<file path="config.mk">
export PLATFORM = sky130hd
export DESIGN_NAME = pulse_timebase
export DESIGN_NICKNAME = d
export VERILOG_FILES = /design/src/rtl/ptb_pkg.sv /design/src/rtl/ptb_regs.sv /design/src/rtl/ptb_prescaler.sv /design/src/rtl/ptb_core.sv /design/src/rtl/pulse_timebase.sv
export SDC_FILE = /design/constraint.sdc
export NUM_CORES = 1
export LEC_CHECK = 0
export ABC_AREA = 1
export BUFFER_PORTS_ARGS = -buffer_cell sky130_fd_sc_hd__buf_2
export CAP_MARGIN = 20
export CORE_ASPECT_RATIO = 1.1
export CORE_MARGIN = 2
export CORE_UTILIZATION = 25
export DETAILED_ROUTE_END_ITERATION = 16
export SLEW_MARGIN = 20
export SYNTH_ARGS = -nofsm -noshare
export SYNTH_HDL_FRONTEND = slang
export SYNTH_SLANG_ARGS = --single-unit
</file>
<file path="constraint.sdc">
create_clock -name clk -period 2.5 [get_ports clk]
set_input_delay 0.5 -clock clk [delete_from_list [all_inputs] [get_ports clk]]
set_output_delay 0.5 -clock clk [all_outputs]
set_load 0.1 [all_outputs]
</file>
<file path="src/rtl/ptb_pkg.sv">
package ptb_pkg;

    // Register word addresses
    localparam int A_CTRL   = 0;
    localparam int A_ENABLE = 1;
    localparam int A_STATUS = 2;
    localparam int A_EVENT  = 3;
    localparam int A_COUNT  = 4;
    localparam int A_PSC    = 5;
    localparam int A_RELOAD = 6;

    // Control register bit positions
    localparam int CB_RUN     = 0;
    localparam int CB_UPD_OFF = 1;
    localparam int CB_OVF_ONL = 2;
    localparam int CB_SINGLE  = 3;
    localparam int CB_BUF     = 4;
    localparam int CB_TSEL_LO = 8;
    localparam int TSEL_W     = 3;

    // Trigger source codes
    localparam logic [TSEL_W-1:0] TSEL_SWUPD = 3'd0;
    localparam logic [TSEL_W-1:0] TSEL_CNTEN = 3'd1;
    localparam logic [TSEL_W-1:0] TSEL_UPD   = 3'd2;

    typedef struct packed {
        logic [TSEL_W-1:0] trig_sel;
        logic              reload_buf;
        logic              single;
        logic              ovf_only;
        logic              upd_off;
        logic              run;
    } ctrl_t;

    typedef enum logic {
        ST_IDLE = 1'b0,
        ST_RUN  = 1'b1
    } run_state_e;

endpackage

</file>
<file path="src/rtl/ptb_regs.sv">
module ptb_regs
    import ptb_pkg::*;
#(
    parameter int ADDR_W = 3,
    parameter int DATA_W = 16,
    parameter int CNT_W  = 16,
    parameter int PSC_W  = 16
) (
    input  logic              clk,
    input  logic              rst_n,
    input  logic [ADDR_W-1:0] bus_addr,
    input  logic              bus_wr,
    input  logic [DATA_W-1:0] bus_wdata,
    output logic [DATA_W-1:0] bus_rdata,
    input  logic [CNT_W-1:0]  cnt_val,
    input  logic              flag_set,
    input  logic              stop_req,
    output ctrl_t             ctrl,
    output logic              irq_en,
    output logic              dma_en,
    output logic              flag,
    output logic [PSC_W-1:0]  psc_pre,
    output logic [CNT_W-1:0]  arr_pre,
    output logic              sw_ug,
    output logic              cnt_wr,
    output logic [CNT_W-1:0]  cnt_wdata
);

    logic sel_ctrl, sel_en, sel_stat, sel_evt, sel_cnt, sel_psc, sel_rld;

    always_comb begin
        sel_ctrl = bus_wr && (bus_addr == ADDR_W'(A_CTRL));
        sel_en   = bus_wr && (bus_addr == ADDR_W'(A_ENABLE));
        sel_stat = bus_wr && (bus_addr == ADDR_W'(A_STATUS));
        sel_evt  = bus_wr && (bus_addr == ADDR_W'(A_EVENT));
        sel_cnt  = bus_wr && (bus_addr == ADDR_W'(A_COUNT));
        sel_psc  = bus_wr && (bus_addr == ADDR_W'(A_PSC));
        sel_rld  = bus_wr && (bus_addr == ADDR_W'(A_RELOAD));
    end

    assign sw_ug     = sel_evt && bus_wdata[0];
    assign cnt_wr    = sel_cnt;
    assign cnt_wdata = bus_wdata[CNT_W-1:0];

    // Control register: a bus write wins over the one-pulse stop
    always_ff @(posedge clk or negedge rst_n) begin
        if (!rst_n) begin
            ctrl <= '0;
        end else if (sel_ctrl) begin
            ctrl.run        <= bus_wdata[CB_RUN];
            ctrl.upd_off    <= bus_wdata[CB_UPD_OFF];
            ctrl.ovf_only   <= bus_wdata[CB_OVF_ONL];
            ctrl.single     <= bus_wdata[CB_SINGLE];
            ctrl.reload_buf <= bus_wdata[CB_BUF];
            ctrl.trig_sel   <= bus_wdata[CB_TSEL_LO +: TSEL_W];
        end else if (stop_req) begin
            ctrl.run <= 1'b0;
        end
    end

    always_ff @(posedge clk or negedge rst_n) begin
        if (!rst_n) begin
            irq_en <= 1'b0;
            dma_en <= 1'b0;
        end else if (sel_en) begin
            irq_en <= bus_wdata[0];
            dma_en <= bus_wdata[1];
        end
    end

    // Sticky flag: hardware set beats a software clear in the same cycle
    always_ff @(posedge clk or negedge rst_n) begin
        if (!rst_n) begin
            flag <= 1'b0;
        end else if (flag_set) begin
            flag <= 1'b1;
        end else if (sel_stat && !bus_wdata[0]) begin
            flag <= 1'b0;
        end
    end

    always_ff @(posedge clk or negedge rst_n) begin
        if (!rst_n) begin
            psc_pre <= '0;
            arr_pre <= '1;
        end else begin
            if (sel_psc) psc_pre <= bus_wdata[PSC_W-1:0];
            if (sel_rld) arr_pre <= bus_wdata[CNT_W-1:0];
        end
    end

    // Read mux
    always_comb begin
        bus_rdata = '0;
        unique case (int'(bus_addr))
            A_CTRL: begin
                bus_rdata[CB_RUN]               = ctrl.run;
                bus_rdata[CB_UPD_OFF]           = ctrl.upd_off;
                bus_rdata[CB_OVF_ONL]           = ctrl.ovf_only;
                bus_rdata[CB_SINGLE]            = ctrl.single;
                bus_rdata[CB_BUF]               = ctrl.reload_buf;
                bus_rdata[CB_TSEL_LO +: TSEL_W] = ctrl.trig_sel;
            end
            A_ENABLE: begin
                bus_rdata[0] = irq_en;
                bus_rdata[1] = dma_en;
            end
            A_STATUS: bus_rdata[0] = flag;
            A_COUNT:  bus_rdata[CNT_W-1:0] = cnt_val;
            A_PSC:    bus_rdata[PSC_W-1:0] = psc_pre;
            A_RELOAD: bus_rdata[CNT_W-1:0] = arr_pre;
            default:  bus_rdata = '0;
        endcase
    end

endmodule

</file>
<file path="src/rtl/ptb_prescaler.sv">
module ptb_prescaler #(
    parameter int PSC_W = 16
) (
    input  logic             clk,
    input  logic             rst_n,
    input  logic             cnt_en,
    input  logic             clear,
    input  logic             load,
    input  logic [PSC_W-1:0] psc_pre,
    output logic             tick
);

    logic [PSC_W-1:0] psc_act;
    logic [PSC_W-1:0] psc_cnt;
    logic             at_end;

    assign at_end = (psc_cnt >= psc_act);
    assign tick   = cnt_en && at_end;

    always_ff @(posedge clk or negedge rst_n) begin
        if (!rst_n) begin
            psc_act <= '0;
        end else if (load) begin
            psc_act <= psc_pre;
        end
    end

    always_ff @(posedge clk or negedge rst_n) begin
        if (!rst_n) begin
            psc_cnt <= '0;
        end else if (clear) begin
            psc_cnt <= '0;
        end else if (cnt_en) begin
            psc_cnt <= at_end ? '0 : psc_cnt + 1'b1;
        end
    end

endmodule

</file>
<file path="src/rtl/ptb_core.sv">
module ptb_core
    import ptb_pkg::*;
#(
    parameter int CNT_W = 16
) (
    input  logic             clk,
    input  logic             rst_n,
    input  logic             run_bit,
    input  logic             upd_off,
    input  logic             ovf_only,
    input  logic             reload_buf,
    input  logic [CNT_W-1:0] arr_pre,
    input  logic             tick,
    input  logic             sw_ug,
    input  logic             cnt_wr,
    input  logic [CNT_W-1:0] cnt_wdata,
    output logic [CNT_W-1:0] cnt,
    output logic             cnt_en,
    output logic             uev,
    output logic             flag_set,
    output logic [CNT_W-1:0] arr_eff
);

    run_state_e state_q, state_d;
    logic [CNT_W-1:0] arr_act;
    logic             advance;
    logic             ovf;

    // State register
    always_ff @(posedge clk or negedge rst_n) begin
        if (!rst_n) state_q <= ST_IDLE;
        else        state_q <= state_d;
    end

    // Transitions: start (IDLE->RUN), halt (RUN->IDLE)
    always_comb begin
        state_d = state_q;
        unique case (state_q)
            ST_IDLE: if (run_bit)  state_d = ST_RUN;
            ST_RUN:  if (!run_bit) state_d = ST_IDLE;
            default: state_d = ST_IDLE;
        endcase
    end

    // Outputs of the run machine
    always_comb begin
        cnt_en = 1'b0;
        unique case (state_q)
            ST_IDLE: cnt_en = 1'b0;
            ST_RUN:  cnt_en = run_bit;
            default: cnt_en = 1'b0;
        endcase
    end

    assign arr_eff  = reload_buf ? arr_act : arr_pre;
    assign advance  = tick && (arr_eff != '0);
    assign ovf      = advance && (cnt == arr_eff);
    assign uev      = !upd_off && (ovf || sw_ug);
    assign flag_set = uev && (ovf || !ovf_only);

    always_ff @(posedge clk or negedge rst_n) begin
        if (!rst_n) begin
            cnt <= '0;
        end else if (sw_ug) begin
            cnt <= '0;
        end else if (cnt_wr) begin
            cnt <= cnt_wdata;
        end else if (advance) begin
            cnt <= ovf ? '0 : cnt + 1'b1;
        end
    end

    always_ff @(posedge clk or negedge rst_n) begin
        if (!rst_n) begin
            arr_act <= '1;
        end else if (!reload_buf || uev) begin
            arr_act <= arr_pre;
        end
    end

endmodule

</file>
<file path="src/rtl/pulse_timebase.sv">
module pulse_timebase
    import ptb_pkg::*;
#(
    parameter int ADDR_W = 3,
    parameter int DATA_W = 16,
    parameter int CNT_W  = 16,
    parameter int PSC_W  = 16
) (
    input  logic              clk,
    input  logic              rst_n,
    input  logic [ADDR_W-1:0] bus_addr,
    input  logic              bus_wr,
    input  logic [DATA_W-1:0] bus_wdata,
    output logic [DATA_W-1:0] bus_rdata,
    output logic              irq,
    output logic              dma_req,
    output logic              trig_out
);

    ctrl_t            ctrl;
    logic             irq_en, dma_en, flag;
    logic [PSC_W-1:0] psc_pre;
    logic [CNT_W-1:0] arr_pre, arr_eff, cnt, cnt_wdata;
    logic             sw_ug, cnt_wr, tick, cnt_en, uev, flag_set, stop_req;
    logic             run_bit, upd_off, single;
    logic             trig_src;

    assign run_bit  = ctrl.run;
    assign upd_off  = ctrl.upd_off;
    assign single   = ctrl.single;
    assign stop_req = single && uev;

    ptb_regs #(
        .ADDR_W(ADDR_W), .DATA_W(DATA_W), .CNT_W(CNT_W), .PSC_W(PSC_W)
    ) u_regs (
        .clk(clk), .rst_n(rst_n),
        .bus_addr(bus_addr), .bus_wr(bus_wr), .bus_wdata(bus_wdata),
        .bus_rdata(bus_rdata),
        .cnt_val(cnt), .flag_set(flag_set), .stop_req(stop_req),
        .ctrl(ctrl), .irq_en(irq_en), .dma_en(dma_en), .flag(flag),
        .psc_pre(psc_pre), .arr_pre(arr_pre),
        .sw_ug(sw_ug), .cnt_wr(cnt_wr), .cnt_wdata(cnt_wdata)
    );

    ptb_prescaler #(.PSC_W(PSC_W)) u_psc (
        .clk(clk), .rst_n(rst_n),
        .cnt_en(cnt_en), .clear(sw_ug), .load(uev),
        .psc_pre(psc_pre), .tick(tick)
    );

    ptb_core #(.CNT_W(CNT_W)) u_core (
        .clk(clk), .rst_n(rst_n),
        .run_bit(run_bit), .upd_off(upd_off), .ovf_only(ctrl.ovf_only),
        .reload_buf(ctrl.reload_buf), .arr_pre(arr_pre),
        .tick(tick), .sw_ug(sw_ug), .cnt_wr(cnt_wr), .cnt_wdata(cnt_wdata),
        .cnt(cnt), .cnt_en(cnt_en), .uev(uev), .flag_set(flag_set),
        .arr_eff(arr_eff)
    );

    always_comb begin
        unique case (ctrl.trig_sel)
            TSEL_SWUPD: trig_src = sw_ug;
            TSEL_CNTEN: trig_src = cnt_en;
            TSEL_UPD:   trig_src = uev;
            default:    trig_src = 1'b0;
        endcase
    end

    always_ff @(posedge clk or negedge rst_n) begin
        if (!rst_n) begin
            trig_out <= 1'b0;
            dma_req  <= 1'b0;
        end else begin
            trig_out <= trig_src;
            dma_req  <= flag_set && dma_en;
        end
    end

    assign irq = flag && irq_en;

endmodule

</file>
==> flow_metrics.py <==
metrics = {
    "floorplan": {
        "start_util_pct": 25.2,
        "coreArea_mm2": 0.0251,
        "row_count": 61,
        "io_pins": 41,
        "die_h_um": 171,
        "die_area_mm2": 0.0266,
        "die_w_um": 156,
    },
    "yosys": {
        "synth_top_area_share_pct": 30.8,
        "yosysWarnings": 0,
        "netlist_area_mm2": 0.00633,
        "syn_inst": 880,
        "synth_cell_types": 34,
        "yosysSeqAreaShare_pct": 44.1,
        "synth_seq_cells": 110,
        "post_synth.cell_area_avg_um2": 7.20,
        "syn-num-nets": 920,
        "synth_largest_area_cell": "dfrtp_1",
        "synth.top_cells.by_area": "dfrtp_1 31%, nand2_1 19%, dfstp_2 13%",
    },
    "layout": {
        "syn2layout_area_growth_pct": 23.5,
        "seqCellArea_mm2": 0.00279,
        "num_antenna_cells": 0,
        "fillCellCount": 2621,
        "drive_gt1_share_pct": 14.8,
        "fin_cells": 1255,
        "multiInputGateArea_mm2": 0.00314,
        "final_cell_area_mm2": 0.00782,
        "num-nets-final": 975,
    },
    "setup_path": {
        "crit_slowest_cell": "buf_4",
        "path_cells": "buf_2 > inv_1 > nor2_1 > nand2_1 > buf_4 > o221ai_4 > buf_12",
        "start_kind": "input pin",
        "cp.required_ns": 2.00,
        "criticalPathCategory": "input pin to output port",
        "slowest_delay_ns": 0.31,
        "crit_path_end_kind": "output port",
        "path_max_fanout": 9,
        "arrival_ns": 1.85,
    },
    "timing": {
        "final-setup-viol-count": 0,
        "maxSlewViolCount": 0,
        "slew_headroom_pct": 68.0,
        "hold_viol": 0,
        "rsz0062_at_grt": "false",
        "timing.final.crit_share_pct": 93.8,
        "hold_ws_ns": 0.0720,
        "worst-slew-pin-transition_ns": 0.484,
        "period_minus_slack_ns": 2.35,
        "max_freq_mhz": 426,
        "worst_clock_skew_ns": 0.0134,
    },
    "detailed_routing": {
        "drtAntennaViolNets": 0,
        "drtIter0Drc": 447,
        "wire_per_inst_um": 14.6,
        "drc": 0,
        "vias": 5794,
        "drt-pass1-iter-count": 5,
        "routed_wirelength_um": 18400,
        "avgViaCountPerCell": 4.62,
    },
    "grt": {
        "grt_pass1_vias": 5449,
        "grt_usage_pct": 14.3,
        "antenna_found_initial": 0,
        "grt_max_degree": 46,
        "grt_overflow": 0,
        "grt_pass1_wl_um": 29600,
    },
    "clock_tree": {
        "postCtsHoldBufs": 0,
        "htreeDepth": 3,
        "clock_path_buffers": 2,
        "clk_latency_ns": 0.36,
        "cts_tree": "done",
        "cts_inserted_buffers": 9,
        "cts_setup_buffers": 0,
        "cts_root_buf": "clkbuf_16",
        "clk_pin_slew_worst_paths_ns": 0.08,
        "post_cts_resize_count": 0,
        "cts_sinks": 110,
    },
    "placement": {
        "io_buffers": 40,
        "dp.cells": 1239,
        "place.gp.congestion": 0.871,
        "hpwl_um": 14100,
        "dpl-instance-area_mm2": 0.00750,
    },
    "pwr": {
        "power_density_mw_per_mm2": 872,
        "ir_drop_mv": 0.383,
        "p_leak_nw": 3.82,
    },
    "status": {
        "status": "finished, final reports clean",
    },
    "run": {
        "maxCapViolCount": 0,
    },
    "worst_hold_path": {
        "holdCritPathClass": "input pin to asynchronous set/reset pin",
    },
}
-- cells by family (layout without fill, tap and decap cells) --
kind of cell / after synthesis / in the layout / synth area share, %
simple gates: 465 / 465 / 29.7
compound gates: 126 / 126 / 11.2
xor+xnor: 15 / 15 / 2.07
flops: 110 / 110 / 44.1
buf+inv: 146 / 206 / 9.32
fa+ha+maj: 18 / 18 / 3.56
-- state kept, by name (all words and copies together) (netlist names), 8 cells and up --
name            flops
u_regs.psc_pre     16
u_regs.ctrl         8
u_core.arr_act     16
u_psc.psc_cnt      16
u_psc.psc_act      16
u_regs.arr_pre     16
u_core.cnt         16
-- layout make-up --
class                   instances  area share [%]
clock buffers                  11            2.98
clock inverters                 5            1.04
inverters                     118            5.66
multi-input cells             624            40.2
flip-flops and latches        110            35.7
well taps                     315            5.04
repair buffers                 72            9.37
-- power by group --
part           internal (mW)  total [mW]  leakage, nW  switching [mW]
Sequential              2.29        2.69         1.36           0.401
Combinational          0.920        2.57         2.32            1.65
Clock                  0.882        1.56        0.150           0.681
Total                   4.09        6.82         3.82            2.73
-- stage by stage --
| stage | utilization, % | power, mW | worst slack, ns | setup TNS, ns |
|---|---|---|---|---|
| after global placement | 29.9 | 5.21 | 0.131 | 0 |
| after global routing | 31.1 | 7.32 | 0.0345 | 0 |
| after detailed placement | 29.9 | 5.27 | 0.0605 | 0 |
| final | 31.1 | 6.82 | 0.155 | 0 |
| after floorplan | - | 4.45 | -0.328 | -0.797 |
| after CTS | 31.1 | 6.85 | 0.0618 | 0 |
-- layer usage --
layer  part of all wire (%)  track usage (%)
met2                     50             24.3
met3                    4.8             2.38
met4                    2.8             5.31
met5                      0                0
met1                     43             18.1
-- Yosys cell counts --
| cell | count |
|---|---|
| a221oi_1 | 4 |
| inv_2 | 1 |
| a31oi_1 | 3 |
| or2_2 | 1 |
| o221ai_1 | 9 |
| nand2_1 | 323 |
| buf_2 | 7 |
| inv_1 | 117 |
| nand2_2 | 2 |
| a211oi_1 | 1 |
| nor2_1 | 57 |
| ha_1 | 18 |
| o21ai_1 | 3 |
| dfrtp_1 | 78 |
| buf_4 | 3 |
| nor3_1 | 9 |
| nand3_1 | 61 |
| o211ai_1 | 3 |
| dfstp_2 | 32 |
| xnor2_1 | 1 |
| o211a_1 | 1 |
| nor2_2 | 1 |
| nand4_1 | 6 |
| nor4_1 | 2 |
| o22ai_1 | 5 |
| clkbuf_1 | 15 |
| a21oi_1 | 15 |
| xor2_1 | 14 |
| o21ai_0 | 80 |
| a221o_1 | 1 |
| buf_6 | 3 |
| nand3b_1 | 1 |
| nand2_4 | 2 |
| a21o_1 | 1 |
-- final timing paths --
kind | startpoint | endpoint | slack (ns) | cells after the start
worst max-delay path | bus_addr[0] | bus_rdata[13] | 0.15 | 7
worst min-delay path | rst_n | u_psc.psc_act[1]$_DFFE_PN0P_ | 0.07 | 1
worst max register to register | u_regs.ctrl[4]$_DFFE_PN0P_ | trig_out$_DFF_PN0_ | 0.25 | 14
worst min register to register | u_regs.psc_pre[0]$_DFFE_PN0P_ | u_regs.psc_pre[0]$_DFFE_PN0P_ | 0.48 | 2
max in group asynchronous | rst_n | u_core.arr_act[6]$_DFFE_PN1P_ | 1.68 | 2
min in group clk | bus_wdata[8] | u_regs.ctrl[5]$_DFFE_PN0P_ | 0.40 | 3
-- worst max-delay path, delay by kind of cell --
family	cells	cell delay (ns)
buf+inv	4	0.67
simple gates	2	0.43
compound gates	1	0.23
-- layout by cell type, fill, tap and decap left out, types with 2 or more instances in the layout --
cell and instances:
nand2_1 323, inv_1 117, dfrtp_1 78, o21ai_0 74, nand3_1 61, nor2_1 57
dfstp_2 32, buf_4 29, buf_2 23, buf_12 20, ha_1 18, a21oi_1 15
xor2_1 14, o221ai_4 9, nor3_1 9, clkbuf_16 9, nand4_1 6, o22ai_1 5
o21ai_1 5, a221oi_1 3, o211ai_1 3, a31oi_1 3, o21ai_4 2, o21ai_2 2
nand2_4 2, nand2_2 2, nor4_1 2, bufinv_16 2, clkbuf_1 2
No activity file was read; power rests on OpenSTA's default activity.
